==> src/rtl/vt_pkg.sv <==
package vt_pkg;

    // Default raster geometry (positions per line, lines per frame).
    localparam int VT_LINE_LEN     = 1024;
    localparam int VT_FRAME_LINES  = 312;
    localparam int VT_HS_END       = 75;
    localparam int VT_VS_END_LINE  = 2;
    localparam int VT_VIS_Y0       = 38;
    localparam int VT_VIS_H        = 256;
    localparam int VT_VIS_X0       = 264;
    localparam int VT_VIS_W        = 640;
    localparam int VT_FETCH_LEAD   = 8;

    // Decoded per-position qualifiers.
    typedef struct packed {
        logic hsync_n;
        logic vsync_n;
        logic pix;
        logic fetch;
    } vt_flags_t;

endpackage

==> src/rtl/vt_hcount.sv <==
module vt_hcount #(
    parameter int LINE_LEN = vt_pkg::VT_LINE_LEN,
    localparam int XW = $clog2(LINE_LEN)
) (
    input  logic          clk,
    input  logic          rst,
    output logic [XW-1:0] x,
    output logic          wrap
);
    localparam logic [XW-1:0] X_LAST = XW'(LINE_LEN - 1);

    assign wrap = (x == X_LAST);

    always_ff @(posedge clk) begin
        if (rst)       x <= '0;
        else if (wrap) x <= '0;
        else           x <= x + 1'b1;
    end
endmodule

==> src/rtl/vt_vcount.sv <==
module vt_vcount #(
    parameter int FRAME_LINES = vt_pkg::VT_FRAME_LINES,
    localparam int YW = $clog2(FRAME_LINES)
) (
    input  logic          clk,
    input  logic          rst,
    input  logic          step,
    output logic [YW-1:0] y,
    output logic          wrap
);
    localparam logic [YW-1:0] Y_LAST = YW'(FRAME_LINES - 1);

    assign wrap = step && (y == Y_LAST);

    always_ff @(posedge clk) begin
        if (rst)       y <= '0;
        else if (wrap) y <= '0;
        else if (step) y <= y + 1'b1;
    end
endmodule

==> src/rtl/vt_decode.sv <==
module vt_decode #(
    parameter int LINE_LEN    = vt_pkg::VT_LINE_LEN,
    parameter int FRAME_LINES = vt_pkg::VT_FRAME_LINES,
    parameter int HS_END      = vt_pkg::VT_HS_END,
    parameter int VS_END_LINE = vt_pkg::VT_VS_END_LINE,
    parameter int VIS_Y0      = vt_pkg::VT_VIS_Y0,
    parameter int VIS_H       = vt_pkg::VT_VIS_H,
    parameter int VIS_X0      = vt_pkg::VT_VIS_X0,
    parameter int VIS_W       = vt_pkg::VT_VIS_W,
    parameter int FETCH_LEAD  = vt_pkg::VT_FETCH_LEAD,
    localparam int XW = $clog2(LINE_LEN),
    localparam int YW = $clog2(FRAME_LINES)
) (
    input  logic [XW-1:0]     x,
    input  logic [YW-1:0]     y,
    output vt_pkg::vt_flags_t flags
);
    localparam logic [XW-1:0] HS_X   = XW'(HS_END);
    localparam logic [XW-1:0] VS_X   = XW'(LINE_LEN / 2);
    localparam logic [YW-1:0] VS_Y   = YW'(VS_END_LINE);
    localparam logic [YW-1:0] ROW_LO = YW'(VIS_Y0);
    localparam logic [YW-1:0] ROW_HI = YW'(VIS_Y0 + VIS_H);
    localparam logic [XW-1:0] PIX_LO = XW'(VIS_X0);
    localparam logic [XW-1:0] PIX_HI = XW'(VIS_X0 + VIS_W);
    localparam logic [XW-1:0] FET_LO = XW'(VIS_X0 - FETCH_LEAD);
    localparam logic [XW-1:0] FET_HI = XW'(VIS_X0 + VIS_W - FETCH_LEAD);

    logic rows_ok;

    always_comb begin
        rows_ok       = (y >= ROW_LO) && (y < ROW_HI);
        flags.hsync_n = !(x < HS_X);
        flags.vsync_n = !((y < VS_Y) || ((y == VS_Y) && (x < VS_X)));
        flags.pix     = rows_ok && (x >= PIX_LO) && (x < PIX_HI);
        flags.fetch   = rows_ok && (x >= FET_LO) && (x < FET_HI);
    end
endmodule

==> src/rtl/vt_sync_gen.sv <==
module vt_sync_gen #(
    parameter int LINE_LEN    = vt_pkg::VT_LINE_LEN,
    parameter int FRAME_LINES = vt_pkg::VT_FRAME_LINES,
    parameter int HS_END      = vt_pkg::VT_HS_END,
    parameter int VS_END_LINE = vt_pkg::VT_VS_END_LINE,
    parameter int VIS_Y0      = vt_pkg::VT_VIS_Y0,
    parameter int VIS_H       = vt_pkg::VT_VIS_H,
    parameter int VIS_X0      = vt_pkg::VT_VIS_X0,
    parameter int VIS_W       = vt_pkg::VT_VIS_W,
    parameter int FETCH_LEAD  = vt_pkg::VT_FETCH_LEAD,
    localparam int XW = $clog2(LINE_LEN),
    localparam int YW = $clog2(FRAME_LINES)
) (
    input  logic          clk,
    input  logic          rst,
    output logic          hsync_n,
    output logic          vsync_n,
    output logic [XW-1:0] x_pos,
    output logic [YW-1:0] y_pos,
    output logic          pix_active,
    output logic          fetch_active,
    output logic          line_end,
    output logic          frame_end
);
    vt_pkg::vt_flags_t flags;

    vt_hcount #(.LINE_LEN(LINE_LEN)) u_h (
        .clk(clk), .rst(rst), .x(x_pos), .wrap(line_end)
    );

    vt_vcount #(.FRAME_LINES(FRAME_LINES)) u_v (
        .clk(clk), .rst(rst), .step(line_end), .y(y_pos), .wrap(frame_end)
    );

    vt_decode #(
        .LINE_LEN(LINE_LEN), .FRAME_LINES(FRAME_LINES), .HS_END(HS_END),
        .VS_END_LINE(VS_END_LINE), .VIS_Y0(VIS_Y0), .VIS_H(VIS_H),
        .VIS_X0(VIS_X0), .VIS_W(VIS_W), .FETCH_LEAD(FETCH_LEAD)
    ) u_dec (
        .x(x_pos), .y(y_pos), .flags(flags)
    );

    assign hsync_n      = flags.hsync_n;
    assign vsync_n      = flags.vsync_n;
    assign pix_active   = flags.pix;
    assign fetch_active = flags.fetch;
endmodule

==> config.mk <==
export PLATFORM = sky130hd
export DESIGN_NAME = vt_sync_gen
export DESIGN_NICKNAME = d
export VERILOG_FILES = /design/src/rtl/vt_pkg.sv /design/src/rtl/vt_hcount.sv /design/src/rtl/vt_vcount.sv /design/src/rtl/vt_decode.sv /design/src/rtl/vt_sync_gen.sv
export SDC_FILE = /design/constraint.sdc
export NUM_CORES = 1
export LEC_CHECK = 0
export ABC_AREA = 1
export BUFFER_PORTS_ARGS = -buffer_cell sky130_fd_sc_hd__buf_2
export CAP_MARGIN = 10
export CORE_ASPECT_RATIO = 1.25
export CORE_MARGIN = 2
export CORE_UTILIZATION = 56
export DETAILED_ROUTE_END_ITERATION = 16
export PLACE_DENSITY = 0.83
export SLEW_MARGIN = 20
export SYNTH_ARGS = -nofsm -noshare
export SYNTH_HDL_FRONTEND = slang
export SYNTH_SLANG_ARGS = --single-unit
==> constraint.sdc <==
create_clock -name clk -period 3.2 [get_ports clk]
set_input_delay 0.32 -clock clk [delete_from_list [all_inputs] [get_ports clk]]
set_output_delay 0.32 -clock clk [all_outputs]
set_load 0.02 [all_outputs]
==> flow_summary.json <==
{
  "post-route-period-util_pct": 62.1,
  "hold_buffers": 0,
  "place.gp.congestion": 0.912,
  "swShare_pct": 23.4,
  "ys_async_sr_fraction_pct": 0,
  "drc": 0,
  "path_clk_slew_ps": 110,
  "ys_ff_latch": 19,
  "crit_slowest_cell": "dfxtp_1",
  "r2r_slack_ps": 1590,
  "grt.overflow.total": 0,
  "start_kind": "flip-flop",
  "p_int_uw": 294,
  "clockBufferDepth": 2,
  "hpwl_um": 2070,
  "worst-r2r-cell-count": 6,
  "synth_flop_cell": "dfxtp_1",
  "ctsRootBufferMaster": "clkbuf_4",
  "seq_area_um2": 380,
  "yosysMostFrequentCell": "nand2_1",
  "synthesis.area_um2": 1140,
  "hold_viol_final": 0,
  "netlist_instances": 183,
  "multi_input_area_um2": 659,
  "num-nets-final": 217,
  "antenna_found_initial": 0,
  "track_usage_pct": 24.8,
  "grt_max_degree": 15,
  "crit_chain": "ha_1 > nand2_1 > nor3_1 > nand2_1 > nor3_1 > buf_2",
  "area_growth_pct": 14.5,
  "netlist_top_cells_count": "nand2_1, nor2_1, inv_1, dfxtp_1, nand3_1",
  "htreeDepth": 1,
  "ant_nets": 0,
  "crit_type": "reg -> out",
  "yosysTopAreaCell": "dfxtp_1",
  "p_comb_share_pct": 4.9,
  "holdPathStages": 2,
  "hold_class": "in -> reg",
  "ys_top_cells_by_area": "dfxtp_1, nand2_1, nor2_1, inv_1, nand3_1",
  "routed_wl_um": 2680,
  "power.share.clock_pct": 32.0,
  "die_width_um": 44.3,
  "vias": 1197,
  "wl_per_cell_um": 11.6,
  "crit_fanout": 4,
  "worst_pin_slew_ps": 316,
  "die_y_um": 54.4,
  "ys_types": 22,
  "seqPwrFrac_pct": 63.1,
  "cts_buffers": 3,
  "p_per_area_nw_per_um2": 294,
  "drv_cap": 0,
  "synth_top_cell_area_share_pct": 33.4,
  "place_ws_ps": 1540,
  "critPathArrivalTime_ps": 1670,
  "fmax_mhz": 503,
  "num_antenna_cells": 0,
  "finClkSkew_ps": 7.90,
  "p_leak_nw": 0.630,
  "min_to": "u_h.x[8]",
  "grt_pass1_wl_um": 4470,
  "worst_slack_ps": 1210,
  "synth.avg_cell_area_um2": 6.22,
  "port-buffer-count": 26,
  "synth_seq_area_share_pct": 33.4,
  "fillers": 187,
  "relSlewSlack_pct": 78.9,
  "setup_viol": 0,
  "floorplan.initialDensity_pct": 58.1,
  "dr.pass1.iters": 4,
  "worstPathRequired_ps": 2880,
  "clkSinkCount": 19,
  "drtIter0Drc": 18,
  "drive_gt1_share_pct": 17.5,
  "period_needed_ps": 1990,
  "cts_resized": 0,
  "cts_setup_buffers": 0,
  "netSwitchingPower_uw": 89.9,
  "syn_nets": 188,
  "routed_via_density": 5.18,
  "grt_pass1_vias": 1091,
  "status": "complete, no violations",
  "insertion_delay_ps": 300,
  "slew_viol_final": 0,
  "crit_path_end_kind": "output pin",
  "synth_edf_count": 0,
  "path_buf_inv": 1,
  "max_stage_delay_ps": 390,
  "max-vdd-ir-drop_mv": 0.249,
  "critPathTopFamily": "simple AND/OR/NAND/NOR gates",
  "ios": 27,
  "grt_setup_unrepaired": "false",
  "ys_warn_count": 0,
  "core_um2": 1960,
  "cts_tree": "built",
  "row_count": 18,
  "finalPower_uw": 384,
  "r2r_end": "u_v.y[5]",
  "holdCritStartpoint": "rst",
  "die_area_um2": 2410,
  "fin_tns_setup_ps": 0,
  "reg2reg_from": "u_h.x[0]"
}
==> worst max path at each step <==
stage / slack [ps] / endpoint / start / depth (start not counted)
floorplan: 1370 / frame_end / u_h.x[0] / 5
global placement: 1610 / pix_active / u_v.y[0] / 7
detailed placement: 1540 / frame_end / u_h.x[0] / 6
CTS: 1210 / frame_end / u_h.x[0] / 6
global route: 950 / frame_end / u_h.x[0] / 6
finish: 1210 / frame_end / u_h.x[0] / 6
==> power by group through the flow <==
stage	clock (mW)	sequential, mW	combinational (mW)
6_report	0.123	0.242	0.0189
5_1_grt	0.130	0.243	0.0215
4_1_cts	0.122	0.242	0.0192
3_5_place_dp	0	0.248	0.0190
3_3_place_gp	0	0.247	0.0184
2_1_floorplan	0	0.251	0.00820
==> cell families after synthesis <==
| kind of cell | share of synthesized area [%] |
|---|---|
| buffers and inverters | 8.68 |
| XOR/XNOR | 3.85 |
| AND/OR/NAND/NOR | 42.4 |
| AO/OA/AOI/OAI | 8.35 |
| flip-flops | 33.4 |
| adder cells (fa/ha/maj) | 3.30 |
==> placed cells by master, fill, tap and decap left out <==
cell type,instances
nor3_1,2
nor2_1,29
nand3_4,1
nor2_2,2
o21bai_1,1
clkbuf_1,1
clkbuf_4,3
nand2_2,1
dfxtp_1,19
o21ai_0,5
nand3_1,10
xor2_1,4
nor4_1,1
buf_2,26
o21ai_2,2
xnor2_1,1
inv_2,2
nand2_1,65
ha_1,3
inv_1,20
nand4_1,2
a21oi_1,9
nor3b_1,2
==> metrics by stage <==
step	util, %	cells	instance area (µm²)	hold WS, ps
after global routing	66.5	231	1300	216
after detailed placement	65.2	227	1280	456
after CTS	66.5	231	1300	206
final	66.5	231	1300	203
after floorplan	-	183	1140	392
after global placement	65.2	227	1280	441
==> state kept, by name, indices dropped and copies added, names as in the netlist <==
register and flops:
u_h.x 10, u_v.y 9
==> cell type report <==
class | count | share of cell area, %
Multi-Input combinational cell | 140 | 50.6
Sequential cell | 19 | 29.2
Timing Repair Buffer | 26 | 9.98
Inverter | 22 | 6.33
Clock buffer | 4 | 2.02
Tap cell | 20 | 1.92
==> worst register-to-register path, cell delays in order, from the launching register on <==
cell     delay, ps
dfxtp_1        390
ha_1           190
nand2_1        100
nor2_2         210
nand3_4        200
o21ai_2        330
a21oi_1         80
==> metal layers <==
metal	GRT usage, %	part of all wire [%]	vias up
met3	2.64	4.2	11
met2	44.9	50	41
li1	-	-	624
met1	28.7	43	521
met4	13.1	2.9	0
met5	0	0	-
Note: power is estimated with default switching activity, not from simulation.
